$ cat src/rtl/tsu_pkg.sv
package tsu_pkg;
  localparam int TSW = 32;

  typedef enum logic [3:0] {
    EV_SWPUSH = 4'd0,
    EV_ROLL   = 4'd1,
    EV_HALF   = 4'd2,
    EV_PIN    = 4'd3,
    EV_RX     = 4'd4,
    EV_TX     = 4'd5
  } ev_kind_e;

  typedef struct packed {
    logic [31:0]    desc;
    logic [TSW-1:0] ts;
  } ev_rec_t;

  localparam logic [3:0] A_IDENT  = 4'd0;
  localparam logic [3:0] A_CTRL   = 4'd1;
  localparam logic [3:0] A_PUSH   = 4'd2;
  localparam logic [3:0] A_LDVAL  = 4'd3;
  localparam logic [3:0] A_LDGO   = 4'd4;
  localparam logic [3:0] A_STRAW  = 4'd5;
  localparam logic [3:0] A_STMSK  = 4'd6;
  localparam logic [3:0] A_IEN    = 4'd7;
  localparam logic [3:0] A_POP    = 4'd8;
  localparam logic [3:0] A_EVTS   = 4'd9;
  localparam logic [3:0] A_EVDESC = 4'd10;

  function automatic logic [31:0] pack_desc(logic [4:0] port, ev_kind_e kind,
                                            logic [3:0] msg, logic [15:0] seq);
    return {3'b000, port, kind, msg, seq};
  endfunction
endpackage

$ cat src/rtl/tsu_counter.sv
module tsu_counter #(
  parameter int W = 32
) (
  input  logic         clk,
  input  logic         rst_n,
  input  logic         run,
  input  logic         load,
  input  logic [W-1:0] load_val,
  output logic [W-1:0] cnt,
  output logic         wrap_full,
  output logic         wrap_half
);
  localparam logic [W-1:0] MID_M1 = {1'b0, {(W-1){1'b1}}};

  always_ff @(posedge clk) begin
    if (!rst_n)    cnt <= '0;
    else if (load) cnt <= load_val;
    else if (run)  cnt <= cnt + W'(1);
  end

  assign wrap_full = run && !load && (cnt == '1);
  assign wrap_half = run && !load && (cnt == MID_M1);

  assert_incr_R1: assert property (@(posedge clk) disable iff (!rst_n)
    (run && !load) |=> (cnt == $past(cnt) + W'(1)));
  assert_hold_R10: assert property (@(posedge clk) disable iff (!rst_n)
    (!run && !load) |=> $stable(cnt));
endmodule

$ cat src/rtl/tsu_slot_arb.sv
module tsu_slot_arb #(
  parameter int N = 9
) (
  input  logic                       clk,
  input  logic                       rst_n,
  input  logic [N-1:0]               fire,
  input  tsu_pkg::ev_rec_t [N-1:0]   rec,
  output logic                       out_valid,
  output tsu_pkg::ev_rec_t           out_rec,
  input  logic                       out_ready,
  output logic                       drop
);
  tsu_pkg::ev_rec_t [N-1:0] held;
  logic [N-1:0] occ;
  logic [N-1:0] grant;

  always_comb begin
    grant = '0;
    for (int i = N - 1; i >= 0; i--) begin
      if (occ[i]) begin
        grant    = '0;
        grant[i] = 1'b1;
      end
    end
  end

  always_comb begin
    out_rec = '0;
    for (int i = 0; i < N; i++) begin
      if (grant[i]) out_rec = held[i];
    end
  end

  assign out_valid = |occ;
  assign drop = (|(fire & occ & ~grant)) || (out_valid && !out_ready);

  for (genvar g = 0; g < N; g++) begin : g_slot
    always_ff @(posedge clk) begin
      if (!rst_n) begin
        occ[g]  <= 1'b0;
        held[g] <= '0;
      end else if (fire[g]) begin
        occ[g]  <= 1'b1;
        held[g] <= rec[g];
      end else if (grant[g]) begin
        occ[g]  <= 1'b0;
      end
    end
  end

  assert_grant_onehot_R11: assert property (@(posedge clk) disable iff (!rst_n)
    $onehot0(grant) && (out_valid == (grant != '0)));
endmodule

$ cat src/rtl/tsu_evfifo.sv
module tsu_evfifo #(
  parameter int DEPTH = 16
) (
  input  logic             clk,
  input  logic             rst_n,
  input  logic             push_valid,
  output logic             push_ready,
  input  tsu_pkg::ev_rec_t push_rec,
  input  logic             pop,
  output tsu_pkg::ev_rec_t head,
  output logic             empty
);
  localparam int AW = $clog2(DEPTH);

  tsu_pkg::ev_rec_t mem [DEPTH];
  logic [AW-1:0] wptr, rptr;
  logic [AW:0]   count;
  logic do_push, do_pop;

  assign empty      = (count == '0);
  assign push_ready = (count != (AW+1)'(DEPTH));
  assign do_push    = push_valid && push_ready;
  assign do_pop     = pop && !empty;
  assign head       = mem[rptr];

  always_ff @(posedge clk) begin
    if (!rst_n) begin
      wptr  <= '0;
      rptr  <= '0;
      count <= '0;
    end else begin
      if (do_push) wptr <= wptr + AW'(1);
      if (do_pop)  rptr <= rptr + AW'(1);
      count <= count + (AW+1)'(do_push) - (AW+1)'(do_pop);
    end
  end

  always_ff @(posedge clk) begin
    if (do_push) mem[wptr] <= push_rec;
  end

  assert_count_bound_R7: assert property (@(posedge clk) disable iff (!rst_n)
    count <= (AW+1)'(DEPTH));
  assert_pop_empty_R7: assert property (@(posedge clk) disable iff (!rst_n)
    (pop && empty && !push_valid) |=> (empty && $stable(rptr)));
endmodule

$ cat src/rtl/tsu_event_capture.sv
module tsu_event_capture #(
  parameter int          N_PINS     = 4,
  parameter int          FIFO_DEPTH = 16,
  parameter logic [15:0] ID_CODE    = 16'h5A17,
  parameter logic [4:0]  ID_RTL     = 5'd3,
  parameter logic [2:0]  ID_MAJ     = 3'd1,
  parameter logic [7:0]  ID_MIN     = 8'd2
) (
  input  logic              clk,
  input  logic              rst_n,
  input  logic              reg_we,
  input  logic [3:0]        reg_addr,
  input  logic [31:0]       reg_wdata,
  output logic [31:0]       reg_rdata,
  input  logic [N_PINS-1:0] hw_pin,
  input  logic              rx_stb,
  input  logic [4:0]        rx_port,
  input  logic [3:0]        rx_msg,
  input  logic [15:0]       rx_seq,
  input  logic              tx_stb,
  input  logic [4:0]        tx_port,
  input  logic [3:0]        tx_msg,
  input  logic [15:0]       tx_seq,
  output logic              irq
);
  import tsu_pkg::*;

  localparam int NSRC = 5 + N_PINS;
  localparam int CW   = 8 + N_PINS;
  localparam logic [31:0] IDENT = {ID_CODE, ID_RTL, ID_MAJ, ID_MIN};

  logic [CW-1:0]   ctrl_q;
  logic [TSW-1:0]  ldval_q, cnt, cnt_nxt;
  logic            ien_q, ovf_q;
  logic [N_PINS-1:0] pin_q, pin_rise;
  logic            run, itest, sw_push, load, pop;
  logic            wrap_full, wrap_half;
  logic [NSRC-1:0] fire;
  ev_rec_t [NSRC-1:0] src_rec;
  logic            arb_valid, arb_ready, drop, fifo_empty, pend_raw;
  ev_rec_t         arb_rec, head;

  assign run     = ctrl_q[0];
  assign itest   = ctrl_q[1];
  assign sw_push = reg_we && reg_addr == A_PUSH && reg_wdata[0];
  assign load    = reg_we && reg_addr == A_LDGO && reg_wdata[0];
  assign pop     = reg_we && reg_addr == A_POP  && reg_wdata[0];
  assign cnt_nxt = cnt + TSW'(1);

  always_ff @(posedge clk) begin
    if (!rst_n) begin
      ctrl_q  <= '0;
      ldval_q <= '0;
      ien_q   <= 1'b0;
      ovf_q   <= 1'b0;
      pin_q   <= '0;
    end else begin
      pin_q <= hw_pin;
      if (reg_we && reg_addr == A_CTRL)  ctrl_q  <= reg_wdata[CW-1:0];
      if (reg_we && reg_addr == A_LDVAL) ldval_q <= reg_wdata;
      if (reg_we && reg_addr == A_IEN)   ien_q   <= reg_wdata[0];
      if (drop) ovf_q <= 1'b1;
      else if (reg_we && reg_addr == A_STRAW && reg_wdata[1]) ovf_q <= 1'b0;
    end
  end

  assign pin_rise = hw_pin & ~pin_q & ctrl_q[8 +: N_PINS];
  assign fire = {tx_stb, rx_stb, pin_rise, sw_push, wrap_half, wrap_full}
                & {NSRC{run}};

  always_comb begin
    src_rec[0] = {pack_desc(5'd0, EV_ROLL, 4'd0, 16'd0), cnt_nxt};
    src_rec[1] = {pack_desc(5'd0, EV_HALF, 4'd0, 16'd0), cnt_nxt};
    src_rec[2] = {pack_desc(5'd0, EV_SWPUSH, 4'd0, 16'd0), cnt};
    for (int i = 0; i < N_PINS; i++)
      src_rec[3+i] = {pack_desc(5'(i + 1), EV_PIN, 4'd0, 16'd0), cnt};
    src_rec[3+N_PINS] = {pack_desc(rx_port, EV_RX, rx_msg, rx_seq), cnt};
    src_rec[4+N_PINS] = {pack_desc(tx_port, EV_TX, tx_msg, tx_seq), cnt};
  end

  tsu_counter #(.W(TSW)) u_cnt (
    .clk(clk), .rst_n(rst_n), .run(run), .load(load), .load_val(ldval_q),
    .cnt(cnt), .wrap_full(wrap_full), .wrap_half(wrap_half)
  );

  tsu_slot_arb #(.N(NSRC)) u_arb (
    .clk(clk), .rst_n(rst_n), .fire(fire), .rec(src_rec),
    .out_valid(arb_valid), .out_rec(arb_rec), .out_ready(arb_ready), .drop(drop)
  );

  tsu_evfifo #(.DEPTH(FIFO_DEPTH)) u_fifo (
    .clk(clk), .rst_n(rst_n), .push_valid(arb_valid), .push_ready(arb_ready),
    .push_rec(arb_rec), .pop(pop), .head(head), .empty(fifo_empty)
  );

  assign pend_raw = !fifo_empty || itest;
  assign irq      = pend_raw && ien_q;

  always_comb begin
    case (reg_addr)
      A_IDENT:  reg_rdata = IDENT;
      A_CTRL:   reg_rdata = 32'(ctrl_q);
      A_LDVAL:  reg_rdata = ldval_q;
      A_STRAW:  reg_rdata = {30'd0, ovf_q, pend_raw};
      A_STMSK:  reg_rdata = {31'd0, irq};
      A_IEN:    reg_rdata = {31'd0, ien_q};
      A_EVTS:   reg_rdata = head.ts;
      A_EVDESC: reg_rdata = head.desc;
      default:  reg_rdata = '0;
    endcase
  end

  assert_drop_sticky_R8: assert property (@(posedge clk) disable iff (!rst_n)
    drop |=> ovf_q);
  assert_halt_quiet_R10: assert property (@(posedge clk) disable iff (!rst_n)
    (!run && !arb_valid) |=> !arb_valid);
endmodule

$ cat config.mk
export PLATFORM = sky130hd
export DESIGN_NAME = tsu_event_capture
export DESIGN_NICKNAME = d
export VERILOG_FILES = /design/src/rtl/tsu_pkg.sv /design/src/rtl/tsu_counter.sv /design/src/rtl/tsu_slot_arb.sv /design/src/rtl/tsu_evfifo.sv /design/src/rtl/tsu_event_capture.sv
export SDC_FILE = /design/constraint.sdc
export NUM_CORES = 2
export LEC_CHECK = 0
export ABC_AREA = 1
export BUFFER_PORTS_ARGS = -buffer_cell sky130_fd_sc_hd__buf_2
export CORE_AREA = 5 5 329 331
export CTS_BUF_LIST = sky130_fd_sc_hd__clkbuf_2
export DETAILED_ROUTE_END_ITERATION = 10
export DIE_AREA = 0 0 334 336
export PLACE_DENSITY = 0.68
export SYNTH_ARGS = -nofsm -noshare
export SYNTH_HDL_FRONTEND = slang
export SYNTH_SLANG_ARGS = --single-unit
export TNS_END_PERCENT = 50
$ cat constraint.sdc
create_clock -name clk -period 5.1 [get_ports clk]
set_clock_uncertainty 0.05 [all_clocks]
set_input_delay 0.51 -clock clk [delete_from_list [all_inputs] [get_ports clk]]
set_output_delay 0.51 -clock clk [all_outputs]
set_load 0.005 [all_outputs]
* Word level (Yosys, flattened, before mapping)
Memory sizes are Yosys's and may differ from the RTL's. A register that Yosys moved wholly into a read port is not among the register bits. Cells that the tools add are included.
Cells by class: reductions and logical operators 38, muxes and demuxes 45, bitwise logic cells 7, add/subtract/negate cells 5, eq/ne operators 13
Operator list (count):
- $pmux W32 S8 | 1
- $mux W61 | 2
- $mux W58 | 2
- $mux W54 | 2
- $mux W9 | 9
- $mux W32 | 2
- $mux W59 | 1
- $mux W57 | 1
- $mux W53 | 1
- $add A32 B1 Y32 const B | 1
- $eq A32 B31 Y1 const B | 1
- $eq A32 B32 Y1 const B | 1
- $and A9 B9 Y9 | 3
- $mux W1 | 22
- $reduce_bool A2 Y1 | 11
- $logic_and A1 B1 Y1 | 18
- $reduce_or A9 Y1 | 2
- $eq A4 B3 Y1 const B | 4
- $eq A4 B4 Y1 const B | 3
- $not A9 Y9 | 1
- $add A4 B1 Y4 const B | 2
- $and A4 B4 Y4 | 2
- $eq A4 B2 Y1 const B | 2
- $mux W4 | 2
- 9 further kinds | 12
Word-level totals: word-level logic and storage cells 144, register bits 451, memory bits (writable) 976, input port bits 95, memories 1
Memories:
- u_fifo.mem | depth 16, width 61, rd ports 1, clocked after Yosys merged registers in 1, wr ports 1, line tsu_evfifo.sv:15 | tsu_pkg::ev_rec_t mem [DEPTH];

* Logic depth before layout (Yosys ltp)
word-level depth 18, mapped depth 15

* By module
A second synthesis with hierarchy kept.
Unflattened totals: cells, all modules 8828, area total of the unflattened synthesis 75469.9 µm²
Modules (own cells, without submodules):
- tsu_evfifo | times used 1, cells an instance 4256, seq. area each 31089.8 µm², area an instance 44736.7 µm²
- tsu_slot_arb | times used 1, cells an instance 3588, seq. area each 11711.2 µm², area an instance 24897.6 µm²
- tsu_event_capture | times used 1, cells an instance 632, seq. area each 1001.0 µm², area an instance 3609.7 µm²
- tsu_counter | times used 1, cells an instance 352, seq. area each 640.6 µm², area an instance 2225.9 µm²

* Least setup slack after synthesis
Ideal clock, no wire load.
path kind register to register, start register u_arb.occ[3], end memory u_fifo.mem[11][0] in the netlist's numbering, enable pin, data arrival time 3.625 ns, setup slack 0.946 ns, path buffers 1, cell stages (with the launch flop) 8, path through dfxtp_1 clkbuf_1 nor2_1 nand3_1 o21ai_2 inv_1 nand2_1 nor2_1
On the way: longest elaborated chain between the ends 4
RTL lines:
- from (decl) | line tsu_slot_arb.sv:14 | logic [N-1:0] occ;
- from (signal, indexed assignment) | line tsu_slot_arb.sv:40 | occ[g] <= 1'b0;
- from (signal, indexed assignment) | line tsu_slot_arb.sv:43 | occ[g] <= 1'b1;
- from (signal, indexed assignment) | line tsu_slot_arb.sv:46 | occ[g] <= 1'b0;
- $reduce_or A9 Y1 | line tsu_slot_arb.sv:34 | assign out_valid = |occ;
- $logic_and A1 B1 Y1 | line tsu_evfifo.sv:22 | assign do_push = push_valid && push_ready;
- $mux W1 | line tsu_evfifo.sv:39 | if (do_push) mem[wptr] <= push_rec;
- $mux W1 (implied by the code) | line tsu_evfifo.sv:39
- to (decl) | line tsu_evfifo.sv:15
No other way between the ends.

==> results.json <==
{
  "status": "completed",
  "grt_max_degree": 209,
  "criticalPathCategory": "flip-flop to output port",
  "synth_top_family_by_area": "compound AO/OA/AOI/OAI gates",
  "max-vdd-ir-drop_mv": 0.265,
  "hold_start": "reg_addr[1]",
  "maxSlewViolCount": 0,
  "io_pins": 128,
  "cp-start-kind": "flip-flop",
  "synth_cells": 5511,
  "cts_buffers": 364,
  "slew_headroom": 0.165,
  "synth_xor_area_frac": 0.00383,
  "grt_use_total": 0.320,
  "fin_nets": 6132,
  "synthAdderAreaFrac": 0.00298,
  "dieArea_sq_mm": 0.112,
  "grt_util_met2": 0.497,
  "initial_utilization": 0.546,
  "die_w_um": 334,
  "h-tree-depth": 5,
  "routabilityCongestion": 0.932,
  "setup_tns_ns": 0,
  "drt_iter0_drc": 5831,
  "critPathCapture": "reg_rdata[15]",
  "drt_first_pass_iters": 7,
  "grtUsageMet3": 0.0758,
  "grt_pass1_wl_mm": 273,
  "crit_slowest_cell": "buf_12",
  "max_stage_delay_ns": 0.67,
  "max_freq_mhz": 208,
  "hold_viol_final": 0,
  "leakagePower_nw": 23.5,
  "async_flop_share": 0,
  "core_area_sq_mm": 0.105,
  "path_cells": "buf_12 > buf_12 > o21ai_0 > o211ai_1 > nand3_1 > nand2_1 > nand2_1 > nand3_1 > buf_2",
  "fin_crit_sh": 0.943,
  "clockBufferDepth": 4,
  "layout_common_cells": "edfxtp_1 (960), nor2_1 (956), o21ai_0 (672)",
  "rsz0062_at_grt": "no",
  "grt_pass1_vias": 44500,
  "busiest_layer": "met2",
  "cts_tree": "built",
  "drive_above_1_share": 0.138,
  "powerDensity_mw_per_mm2": 309,
  "cp.arrival_ns": 4.25,
  "syn_area_per_cell_sq_um": 10.4,
  "antenna_found_initial": 19,
  "r2r_end": "u_fifo.mem[8][8]",
  "syn_to_final_growth_pct": 14.3,
  "tightest_slew_ns": 1.24,
  "hold_slack_ns": 0.279,
  "post_drt_wl_per_cell_um": 23.9,
  "clock-sinks": 1414,
  "cts-root-buf": "clkbuf_2",
  "clk_pin_slew_worst_paths_ns": 0.10,
  "io_buffers": 127,
  "fin_ws_ns": 0.289,
  "setup.worst_path.end_class": "output port",
  "synth-seq-cells": 1414,
  "ant_nets": 0,
  "cp.required_ns": 4.54,
  "clk_latency_ns": 1.61,
  "yosys.area_share.simple": 0.139,
  "ff2ff_path_depth": 8,
  "synthFlopType": "edfxtp_1",
  "yosysWarnings": 0,
  "drc": 0,
  "muxShareOfSynthArea": 0,
  "synth_compound_area_frac": 0.147,
  "mostFrequentLayoutCell": "edfxtp_1",
  "hold_path_class": "input port to flip-flop",
  "std_cell_rows": 119,
  "crit_fanout": 208,
  "vias": 46500,
  "r2r_slack_ns": 1.55,
  "ctsResizeCount": 0,
  "netlist_area_sq_mm": 0.0572,
  "ys_types": 43,
  "fillers": 8389,
  "met1_usage": 0.425,
  "drt-total-wl_mm": 183,
  "post-route-min-period_ns": 4.81,
  "r2r-start": "u_arb.occ[0]",
  "hpwl_mm": 100,
  "pre_cts_ws_ns": 1.73,
  "yosysSeqAreaShare": 0.663,
  "synth_edf_count": 960,
  "gr-total-overflow": 0,
  "viasPerCell": 6.07,
  "finalSetupViolations": 0,
  "drv_cap": 0,
  "synth_nets": 5619,
  "finalPower_mw": 20.2,
  "die_h_um": 336
}
[final cells by class]
class                      instances  area (sq um)  share of cell area
antenna                           19          47.5            0.000728
timing repair buffer             540          4810              0.0736
multi-input combinational       3484         16900               0.259
tap                             1391          1740              0.0266
clock inverter                    73           407             0.00622
sequential                      1414         37900               0.580
clock buffer                     526          2630              0.0403
inverter                         220           845              0.0129
[per-stage QoR]
stage / instances / cell area (sq um) / utilization
finish: 7667 / 65400 / 0.623
global route: 7659 / 65300 / 0.623
CTS: 7648 / 65300 / 0.623
detailed placement: 6733 / 59100 / 0.564
global placement: 6733 / 59100 / 0.564
floorplan: 5511 / 57200 / -
[worst min-delay path by stage]
stage                                 end  cells after the start  slack (ns)
after CTS                    u_arb.occ[2]                      6        0.01
final                           flip-flop                      9        0.28
after floorplan            u_arb.held[10]                      2        0.37
after global routing      u_arb.held[399]                      6        0.20
after global placement     u_arb.held[20]                      2        0.38
after detailed placement   u_arb.held[30]                      2        0.38
[sequential cells by signal, indices dropped and copies added, names as in the netlist, named ones only]
register / flops
u_fifo.rptr: 4
u_fifo.mem: 960
pin_q: 4
ldval_q: 32
u_arb.held: 346
u_fifo.count: 5
ovf_q: 1
u_cnt.cnt: 32
ien_q: 1
u_arb.occ: 9
u_fifo.wptr: 4
ctrl_q: 12
[layer usage]
| layer | wire [um] | vias to the layer above |
|---|---|---|
| met2 | 83600 | 2942 |
| met5 | 115 | - |
| met4 | 9600 | 12 |
| li1 | - | 20700 |
| met3 | 19100 | 658 |
| met1 | 70900 | 22200 |
[power by group]
group          total, mW  switching (mW)  internal, mW
combinational      0.649           0.379         0.270
clock               7.40            4.48          2.92
sequential          12.1          0.0259          12.1
total               20.2            4.89          15.3
[cells by family after synthesis]
logic type,Yosys count
adders and majority gates,13
AOI/OAI and AO/OA,1518
DFF,1414
buffers and inverters,613
xor gates and xnor gates,25
and+or+nand+nor,1928
[what timing repair did]
| item | 4_1_cts | 5_1_grt |
|---|---|---|
| buffers inserted | 0 | 0 |
| hold buffers | 316 | 0 |
| endpoints found under the setup margin | 0 | 0 |
| endpoints found under the hold margin | 412 | 0 |
[synth_stat cells, types with 23 or more instances]
cell type,n,area (sq um)
o21ai_0,673,3370
inv_1,177,664
a21oi_1,344,1720
nand2_1,562,2110
buf_1,31,116
xor2_1,24,210
buf_2,96,480
dfxtp_1,454,9090
clkbuf_1,244,916
nand4_1,89,557
nor2_1,977,3670
nor3_1,23,115
edfxtp_1,960,28800
o21ai_1,163,816
nand3_1,250,1250
o211ai_1,199,1490
o22ai_1,74,463
[critical path, delay by kind of cell (launching register included)]
kind                   cells  cell delay (ns)
DFF                        1             0.42
and+or+nand+nor            4             0.49
buffers and inverters      3             1.22
AOI/OAI and AO/OA          2             0.42
Note: power is estimated with default switching activity, not from simulation.
